## config.mk

```make
export PLATFORM = sky130hd
export DESIGN_NAME = hdlc_tx_framer
export DESIGN_NICKNAME = d
export VERILOG_FILES = /design/src/rtl/hdlc_tx_pkg.sv /design/src/rtl/hdlc_fcs_gen.sv /design/src/rtl/hdlc_zero_inserter.sv /design/src/rtl/hdlc_tx_seq.sv /design/src/rtl/hdlc_tx_framer.sv
export SDC_FILE = /design/constraint.sdc
export NUM_CORES = 1
export LEC_CHECK = 0
export CORE_MARGIN = 3
export CORE_UTILIZATION = 40
export DETAILED_ROUTE_END_ITERATION = 16
export PLACE_DENSITY = 0.71
export SETUP_SLACK_MARGIN = 0.2
export SLEW_MARGIN = 10
export SYNTH_ARGS = -nofsm -noshare
export SYNTH_HDL_FRONTEND = slang
export SYNTH_SLANG_ARGS = --single-unit
export TNS_END_PERCENT = 1
```

## constraint.sdc

```tcl
create_clock -name clk -period 1.5 [get_ports clk]
set_input_delay 0.45 -clock clk [delete_from_list [all_inputs] [get_ports clk]]
set_output_delay 0.45 -clock clk [all_outputs]
set_load 0.1 [all_outputs]
```

## src/rtl/hdlc_tx_pkg.sv

```systemverilog
package hdlc_tx_pkg;

    localparam int BYTE_W  = 8;
    localparam int FLAG_W  = 8;
    localparam int FCS_W   = 16;
    localparam int RUN_LEN = 5;
    localparam int POS_W   = $clog2(FCS_W);
    localparam int FI_W    = $clog2(FLAG_W);

    localparam logic [FLAG_W-1:0] FLAG_PAT   = 8'h7E;
    localparam logic [FCS_W-1:0]  FCS_POLY   = 16'h8408;
    localparam logic [FCS_W-1:0]  FCS_PRESET = 16'hFFFF;

    typedef enum logic [1:0] {
        PH_FLAG,
        PH_DATA,
        PH_FCS
    } phase_e;

    typedef struct packed {
        logic              last;
        logic [BYTE_W-1:0] data;
    } tx_byte_t;

    // one bit of the reflected CRC, low bit of the register is the output end
    function automatic logic [FCS_W-1:0] crc_step(input logic [FCS_W-1:0] c, input logic b);
        logic fb;
        fb = c[0] ^ b;
        return (c >> 1) ^ (fb ? FCS_POLY : '0);
    endfunction

endpackage

```

## src/rtl/hdlc_fcs_gen.sv

```systemverilog
module hdlc_fcs_gen
    import hdlc_tx_pkg::*;
(
    input  logic             clk,
    input  logic             rst,
    input  logic             init,
    input  logic             step,
    input  logic             bit_in,
    output logic [FCS_W-1:0] crc_q
);

    always_ff @(posedge clk) begin
        if (rst) begin
            crc_q <= FCS_PRESET;
        end else if (init) begin
            crc_q <= FCS_PRESET;
        end else if (step) begin
            crc_q <= crc_step(crc_q, bit_in);
        end
    end

endmodule

```

## src/rtl/hdlc_zero_inserter.sv

```systemverilog
module hdlc_zero_inserter
    import hdlc_tx_pkg::*;
#(
    parameter int RUN = RUN_LEN
) (
    input  logic clk,
    input  logic rst,
    input  logic bit_en,
    input  logic req_bit,
    input  logic req_protected,
    output logic stall,
    output logic line_out
);

    localparam int CW = $clog2(RUN + 1);

    logic [CW-1:0] run_cnt;
    logic          pend;
    logic          line_q;

    always_ff @(posedge clk) begin
        if (rst) begin
            run_cnt <= '0;
            pend    <= 1'b0;
            line_q  <= 1'b1;
        end else if (bit_en) begin
            if (pend) begin
                line_q  <= 1'b0;
                pend    <= 1'b0;
                run_cnt <= '0;
            end else begin
                line_q <= req_bit;
                if (!req_protected || !req_bit) begin
                    run_cnt <= '0;
                end else begin
                    run_cnt <= run_cnt + CW'(1);
                    pend    <= (run_cnt == CW'(RUN - 1));
                end
            end
        end
    end

    assign stall    = pend;
    assign line_out = line_q;

    assert_stuff_zero_R4: assert property (@(posedge clk) disable iff (rst)
        (pend && bit_en) |=> (line_out == 1'b0));

    assert_run_bound_R2: assert property (@(posedge clk) disable iff (rst)
        run_cnt <= CW'(RUN));

    assert_hold_line_R10: assert property (@(posedge clk) disable iff (rst)
        !bit_en |=> $stable(line_out));

endmodule

```

## src/rtl/hdlc_tx_seq.sv

```systemverilog
module hdlc_tx_seq
    import hdlc_tx_pkg::*;
(
    input  logic              clk,
    input  logic              rst,
    input  logic              bit_en,
    input  logic              stall,
    input  logic [BYTE_W-1:0] in_data,
    input  logic              in_valid,
    input  logic              in_last,
    output logic              in_ready,
    input  logic [FCS_W-1:0]  crc_q,
    output logic              crc_init,
    output logic              crc_step_en,
    output logic              crc_bit,
    output logic              req_bit,
    output logic              req_protected
);

    localparam logic [POS_W-1:0] FLAG_END = POS_W'(FLAG_W - 1);
    localparam logic [POS_W-1:0] BYTE_END = POS_W'(BYTE_W - 1);
    localparam logic [POS_W-1:0] FCS_END  = POS_W'(FCS_W - 1);

    phase_e           phase;
    logic [POS_W-1:0] pos;
    logic [FCS_W-1:0] shreg;
    logic             cur_last;
    tx_byte_t         hold;
    logic             hold_full;

    logic             advance;
    logic             accept;
    logic             pos_end;
    logic             take_hold;
    logic [FCS_W-1:0] crc_next;
    logic             in_fcs;

    assign advance  = bit_en && !stall;
    assign in_ready = !hold_full && !stall;
    assign accept   = in_valid && in_ready;
    assign crc_next = crc_step(crc_q, shreg[0]);
    assign in_fcs   = (phase == PH_FCS);

    always_comb begin
        case (phase)
            PH_FLAG: pos_end = (pos == FLAG_END);
            PH_DATA: pos_end = (pos == BYTE_END);
            default: pos_end = (pos == FCS_END);
        endcase
    end

    assign take_hold = advance && pos_end && hold_full &&
                       ((phase == PH_FLAG) || (phase == PH_DATA && !cur_last));

    assign req_bit       = (phase == PH_FLAG) ? FLAG_PAT[pos[FI_W-1:0]] : shreg[0];
    assign req_protected = (phase != PH_FLAG);
    assign crc_init      = advance && (phase == PH_FLAG) && pos_end && hold_full;
    assign crc_step_en   = advance && (phase == PH_DATA);
    assign crc_bit       = shreg[0];

    always_ff @(posedge clk) begin
        if (rst) begin
            phase     <= PH_FLAG;
            pos       <= '0;
            shreg     <= '0;
            cur_last  <= 1'b0;
            hold      <= '0;
            hold_full <= 1'b0;
        end else begin
            if (accept) begin
                hold      <= '{last: in_last, data: in_data};
                hold_full <= 1'b1;
            end else if (take_hold) begin
                hold_full <= 1'b0;
            end

            if (advance) begin
                pos   <= pos_end ? '0 : pos + POS_W'(1);
                shreg <= shreg >> 1;
                if (take_hold) begin
                    shreg    <= {{(FCS_W-BYTE_W){1'b0}}, hold.data};
                    cur_last <= hold.last;
                    phase    <= PH_DATA;
                end else if (pos_end) begin
                    case (phase)
                        PH_DATA: begin
                            phase <= PH_FCS;
                            shreg <= ~crc_next;
                        end
                        PH_FCS:  phase <= PH_FLAG;
                        default: phase <= PH_FLAG;
                    endcase
                end
            end
        end
    end

    assert_stall_freeze_R4: assert property (@(posedge clk) disable iff (rst)
        stall |=> ($stable(pos) && $stable(phase)));

    assert_fcs_entry_R9: assert property (@(posedge clk) disable iff (rst)
        $rose(in_fcs) |-> ($past(cur_last) || !$past(hold_full)));

endmodule

```

## src/rtl/hdlc_tx_framer.sv

```systemverilog
module hdlc_tx_framer
    import hdlc_tx_pkg::*;
(
    input  logic              clk,
    input  logic              rst,
    input  logic              bit_en,
    input  logic [BYTE_W-1:0] in_data,
    input  logic              in_valid,
    input  logic              in_last,
    output logic              in_ready,
    output logic              line_out
);

    logic             stall;
    logic             crc_init;
    logic             crc_step_en;
    logic             crc_bit;
    logic             req_bit;
    logic             req_protected;
    logic [FCS_W-1:0] crc_q;

    hdlc_tx_seq seq_i (
        .clk           (clk),
        .rst           (rst),
        .bit_en        (bit_en),
        .stall         (stall),
        .in_data       (in_data),
        .in_valid      (in_valid),
        .in_last       (in_last),
        .in_ready      (in_ready),
        .crc_q         (crc_q),
        .crc_init      (crc_init),
        .crc_step_en   (crc_step_en),
        .crc_bit       (crc_bit),
        .req_bit       (req_bit),
        .req_protected (req_protected)
    );

    hdlc_fcs_gen fcs_i (
        .clk    (clk),
        .rst    (rst),
        .init   (crc_init),
        .step   (crc_step_en),
        .bit_in (crc_bit),
        .crc_q  (crc_q)
    );

    hdlc_zero_inserter #(.RUN(RUN_LEN)) stuff_i (
        .clk           (clk),
        .rst           (rst),
        .bit_en        (bit_en),
        .req_bit       (req_bit),
        .req_protected (req_protected),
        .stall         (stall),
        .line_out      (line_out)
    );

    assert_ready_stuff_R7: assert property (@(posedge clk) disable iff (rst)
        (stall && !bit_en) |=> !in_ready);

endmodule

```

======== Word-level counts from Yosys, hierarchy flattened ========
Memory sizes are Yosys's and may differ from the RTL's. A register that Yosys moved wholly into a read port is not among the register bits.
Cells that the tools add are included.
storage, ports and cells
  register bits ........................... 54
  logic and storage cells ................. 68
  bits in read-only memories .............. 8
  input port bits ......................... 13
  output and inout port bits .............. 2
  memories kept ........................... 1
cells by class
  add/subtract/negate cells ............... 2
  equal/unequal tests ..................... 4
  reductions and logical operators ........ 26
  bitwise logic cells ..................... 3
  muxes and demuxes ....................... 20
  $lt $le $gt $ge ......................... 1
memory list
  memory           words  bits a word  rd ports  clocked after memory_dff  wr ports  RTL line           source
  (no name shown)  8      1            1         1                         0         hdlc_tx_seq.sv:55  assign req_bit = (phase == PH_FLAG) ? FLAG_PAT[pos[FI_W-1:0]] : shreg[0];
operators by type and width
  operator               count
  $mux W16               4
  $not A16 Y16           1
  $xor A15 B16 Y16       1
  $mux W3                4
  $logic_and A1 B1 Y1    11
  $mux W1                8
  $mux W2                3
  $reduce_bool A2 Y1     3
  $logic_not A1 Y1       5
  $add A4 B1 Y4 const B  1
  $eq A4 B3 Y1 const B   1
  $eq A4 B4 Y1 const B   1
  $lt A3 B4 Y1 const B   1
  $mux W4                1
  $reduce_and A2 Y1      2
  $reduce_or A2 Y1       2
  $add A3 B1 Y3 const B  1
  $eq A3 B3 Y1 const B   1
  $eq A2 B1 Y1 const B   1
  $logic_not A2 Y1       1
  $logic_or A1 B1 Y1     2
  $xor A1 B1 Y1          1

======== Depth between registers and ports, before layout ========
  word-level depth ........................ 8
  depth in mapped cells ................... 6

======== Modules after synthesis ========
From an unflattened synthesis, not the netlist that was laid out.
second synthesis, totals
  cell total of the unflattened synthesis .. 270
  area total of the unflattened synthesis .. 2464.9 um^2
modules (own cells, without submodules)
  module              cells an instance  times used  area each (um^2)
  hdlc_tx_seq         187                1           1592.8
  hdlc_fcs_gen        56                 1           624.3
  hdlc_zero_inserter  27                 1           247.7

======== Worst setup path after synthesis ========
No wires, ideal clock.
  path kind ............................... reg-to-reg
  start point ............................. reg seq_i.hold_full
  end point ............................... reg seq_i.hold[7] (netlist bit)
  setup slack ............................. -949 ps
  buffers on the path ..................... 0
  arrival time ............................ 2315 ps
  cell stages (with the launch flop) ...... 5
  clock period less this slack ............ 2449 ps
  cells stage by stage .................... dfxtp_1 > nor2_1 > nand2_1 > nand2_1 > a21oi_1
on the way
  cells in the longest elaborated chain, start to end .. 3
RTL lines
  element                   RTL line              source
  start: declaration        hdlc_tx_seq.sv:29     logic hold_full;
  start signal: assignment  hdlc_tx_seq.sv:68     hold_full <= 1'b0;
  start signal: assignment  hdlc_tx_seq.sv:72     hold_full <= 1'b1;
  start signal: assignment  hdlc_tx_seq.sv:74     hold_full <= 1'b0;
  $logic_not A1 Y1          hdlc_tx_seq.sv:39     assign in_ready = !hold_full && !stall;
  $logic_and A1 B1 Y1       hdlc_tx_seq.sv:39
  via in_ready              hdlc_tx_framer.sv:10  output logic in_ready,
  $logic_and A1 B1 Y1       hdlc_tx_seq.sv:40     assign accept = in_valid && in_ready;
  end signal: assignment    hdlc_tx_seq.sv:71     hold <= '{last: in_last, data: in_data};
  end: declaration          hdlc_tx_seq.sv:28     tx_byte_t hold;
The timed path passes the listed nets, and every way through them passes these cells.
A chain may end at the register's enable or synchronous reset.

======== Final worst setup path ========
  start point ............................. reg seq_i.pos[0]
  end point ............................... reg seq_i.shreg[1]
on the way
  cells in the longest elaborated chain, start to end .. 6
  elaborated cells between the ends (all ways) .. 8
RTL lines
  element                                       RTL line                                                 source
  start: declaration                            hdlc_tx_seq.sv:25                                        logic [POS_W-1:0] pos;
  start signal: assignment                      hdlc_tx_seq.sv:78                                        pos <= pos_end ? '0 : pos + POS_W'(1);
  $eq A4 B4 Y1 or $eq A4 B3 Y1 (tied branches)  hdlc_tx_seq.sv:48, hdlc_tx_seq.sv:46, hdlc_tx_seq.sv:47
  $mux W1 *                                     n/a
  $logic_and A1 B1 Y1 (3 in series)             hdlc_tx_seq.sv:52                                        assign take_hold = advance && pos_end && hold_full &&
  $mux W16 *                                    hdlc_tx_seq.sv:80                                        if (take_hold) begin
  end signal: assignment                        hdlc_tx_seq.sv:79                                        shreg <= shreg >> 1;
  end signal: assignment                        hdlc_tx_seq.sv:81                                        shreg <= {{(FCS_W-BYTE_W){1'b0}}, hold.data};
  end signal: assignment                        hdlc_tx_seq.sv:88                                        shreg <= ~crc_next;
  end: declaration                              hdlc_tx_seq.sv:26                                        logic [FCS_W-1:0] shreg;
Every way passes the cells marked *; elsewhere a longest branch is shown, timed or not.

==> summary.md <==
| Metric | Value |
|---|---|
| Die area | 7180 sq um |
| Fin. Hold Viols | 0 |
| Status | finished, violations left |
| Core Util, Final | 54.8% |
| Initial drt markers | 79 |
| Synth warnings | 0 |
| Syn-to-layout area delta | 31.5% |
| Core box area | 5960 sq um |
| Hold path startpoint | seq_i.shreg[12] |
| Fillers | 530 |
| Required time worst endpoint | 1.69 ns |
| TritonCTS Buffers | 5 |
| Later-pin clock latency in the skew report | 0.30 ns |
| Dominant combinational cell family by area after synthesis | simple AND/OR/NAND/NOR gates |
| Failing checks | negative setup slack |
| Switching power | 0.000644 W |
| Reg area | 1110 sq um |
| Initial Utilization | 41.7% |
| Reg2reg setup slack | -0.13 ns |
| Final WS setup | -0.133 ns |
| Wire per inst | 14.4 um |
| CTS Buffer Depth | 2 |
| Clock power share | 30.4% |
| Dpl ws | -0.491 ns |
| RD Place Congestion | 0.791 |
| Startpoint Class | flip-flop |
| Number of placed cells counting well taps | 401 |
| Synth Area in Simple Gates | 25.2% |
| Top Ports | 15 |
| P_leak | 1.24 nW |
| Synth async-reset ratio | 0% |
| Syn Inst Count | 301 |
| Worst-Margin Slew | 0.348 ns |
| DP HPWL | 3990 um |
| Post-Synth Adder-Cell Area | 1.51% |
| Global-route wire length before repair | 9960 um |
| Sequential share of power | 58.2% |
| MaxCap Viol Count | 0 |
| Largest area contributor in the netlist | dfxtp_1 |
| Tot Pwr | 0.00261 W |
| Crit path DAT | 1.82 ns |
| Final wirelength | 6030 um |
| Compound-Gate Fraction of Synth Area | 20.5% |
| Vias/cell | 5.39 |
| Fmax achieved | 612 MHz |
| Initial antenna violation count | 0 |
| DRC | 0 |
| Vias in the first global route | 2237 |
| Hold Crit Class | flip-flop to flip-flop |
| Clock skew | 0.00760 ns |
| RSZ-0062 raised after global routing | yes |
| Pint | 0.00196 W |
| Footprint of the multi-input gates | 1390 sq um |
| Mux contribution to synthesized area | 0% |
| Ys flop type | dfxtp_1 |
| CTS tree | built |
| H-tree depth | 2 |
| Worst reg2reg path depth | 7 |
| DR vias | 2252 |
| Worst-path maximum fanout | 4 |
| Pwr dens | 799 nW/um^2 |
| XOR/XNOR share of the synthesized area | 3.13% |
| Syn Area/Cell | 8.24 sq um |
| Remaining Overflow, GRT | 0 |
| Setup TNS | -0.812 ns |
| Reg2reg end | seq_i.shreg[1] |
| CP endpoint kind | flip-flop |
| FP Rows | 28 |
| CTS Sinks | 55 |
| Register area share after synthesis | 44.4% |
| Yosys top cell area share | 44.4% |
| Antenna diodes | 0 |
| Top cells by area, synth | dfxtp_1 44%, nand2_1 10%, a21oi_1 5.0% |
| Commonest non-fill, non-tap cell in the layout | nand2_1 |
| CP Class | flip-flop to flip-flop |
| Die Y | 84.8 um |
| Largest net degree at the start of global routing | 24 |
| Synthesized area | 2480 sq um |
| Tcrit/Tclk final | 109% |
| VDD IR-drop max | 0.000524 V |
| Flops & latches, synth | 55 |
| Port Buffers | 14 |
| Antenna Nets Post-Route | 0 |
| Gr usage total | 16.6% |
| Met3 Use GR | 3.43% |
| Synth unique cells | 44 |
| Pins Over Slew Limit | 0 |
| GR Layer Usage met1 | 22.0% |
| Non-filler cells, final | 418 |
| Hold path depth | 2 |
| Switching part of the total | 24.7% |
| Reg clk slew, reported paths | 0.10 ns |
| Share of cells above drive strength 1 | 24.8% |
| Number of synthesized flops with an enable pin | 0 |
| Post-Syn Nets | 317 |
| Drt first pass iters | 4 |
| Leading cell types in the layout, fill and taps excluded | 65 x nand2_1, 50 x dfxtp_1, 28 x buf_4 |
| Reg-to-Reg Start | seq_i.pos[0] |
| Final net count | 358 |
| GR peak layer | met2 |
| Met2 Use GR | 27.6% |
| Combinational Power Share | 11.4% |
| Die width | 84.8 um |
| Worst rel slew slack | 76.7% |
| Hold endpoint | seq_i.shreg[12] |
| Fin crit period | 1.63 ns |
| CTS root buffer | clkbuf_8 |
| # setup viols final | 13 |
-- area by class of cell --
class,instances,area share (%)
multi-input combinational,220,42.6
sequential,55,34.1
timing repair buffer,54,17.2
tap,75,2.88
clock buffer,6,2.22
inverter,6,0.690
clock inverter,2,0.345
-- power by group through the flow --
stage | Combinational (W) | Sequential, W | Clock (W)
after global placement | 0.000281 | 0.00155 | 0
after CTS | 0.000294 | 0.00152 | 0.000820
after floorplan | 0.000136 | 0.00156 | 0
after detailed placement | 0.000285 | 0.00155 | 0
after global routing | 0.000324 | 0.00152 | 0.000872
final | 0.000299 | 0.00152 | 0.000792
-- registers in the layout, summed over array words and instances, names as in the netlist, named ones only --
signal,count
seq_i.pos,4
stuff_i.stall,1
seq_i.shreg,16
stuff_i.run_cnt,3
fcs_i.crc_q,16
seq_i.hold_full,1
stuff_i.line_out,1
seq_i.cur_last,1
seq_i.phase,2
seq_i.hold,9
-- per-layer routing --
layer,up-vias,routed length [um],part of all wire [%]
met1,1069,2800,46
met3,2,257,4.3
met5,-,0,0
met2,38,2950,49
met4,0,21,0.35
li1,1143,-,-
-- metrics by stage --
step / area, sq um / hold slack (ns)
global placement: 2970 / 0.441
floorplan: 2540 / 0.432
CTS: 3130 / 0.462
detailed placement: 2970 / 0.445
global route: 3260 / 0.480
finish: 3260 / 0.457
-- worst max path at each step --
stage	to	depth (start not counted)	slack, ns	from
final	seq_i.shreg[1]	7	-0.13	seq_i.pos[0]
after global placement	seq_i.phase[1]	5	-0.45	bit_en
after CTS	seq_i.shreg[0]	6	-0.05	seq_i.pos[1]
after global routing	seq_i.shreg[1]	7	-0.20	seq_i.pos[0]
after floorplan	seq_i.shreg[0]	6	0.04	seq_i.phase[1]
after detailed placement	seq_i.shreg[0]	5	-0.49	bit_en
-- cell families after synthesis --
kind of cell | after synthesis
AND/OR/NAND/NOR | 137
AO/OA/AOI/OAI | 71
flip-flops | 55
buffers and inverters | 27
XOR/XNOR | 8
adder cells (fa/ha/maj) | 3
-- cell usage after synthesis (2+ instances only) --
master	n
xnor2_1	5
nor3_1	15
a32oi_1	2
nand3b_1	3
nand3_1	14
buf_2	8
o211ai_1	10
a211oi_2	4
ha_1	3
o21ai_0	4
a22oi_1	2
nor2_1	24
o32ai_1	8
inv_1	6
a211oi_1	3
nand4_1	3
xor2_1	2
o21a_1	6
clkbuf_1	9
a21oi_1	25
nand2_1	67
buf_6	2
dfxtp_1	55
-- timing repair --
action / CTS / global route
pin swaps: 16 / 16
buffers inserted: 4 / 2
hold buffers: 0 / 0
gates resized for setup: 15 / 20
gates cloned: 1 / 2
endpoints found under the setup margin: 48 / 49
-- critical path, cell delays in order (launching register included) --
cell      delay (ns)
dfxtp_4         0.37
ha_4            0.15
nand4b_1        0.13
buf_6           0.17
or2_4           0.24
buf_6           0.13
a211oi_2        0.22
o32ai_1         0.11
No activity file was read; power rests on OpenSTA's default activity.
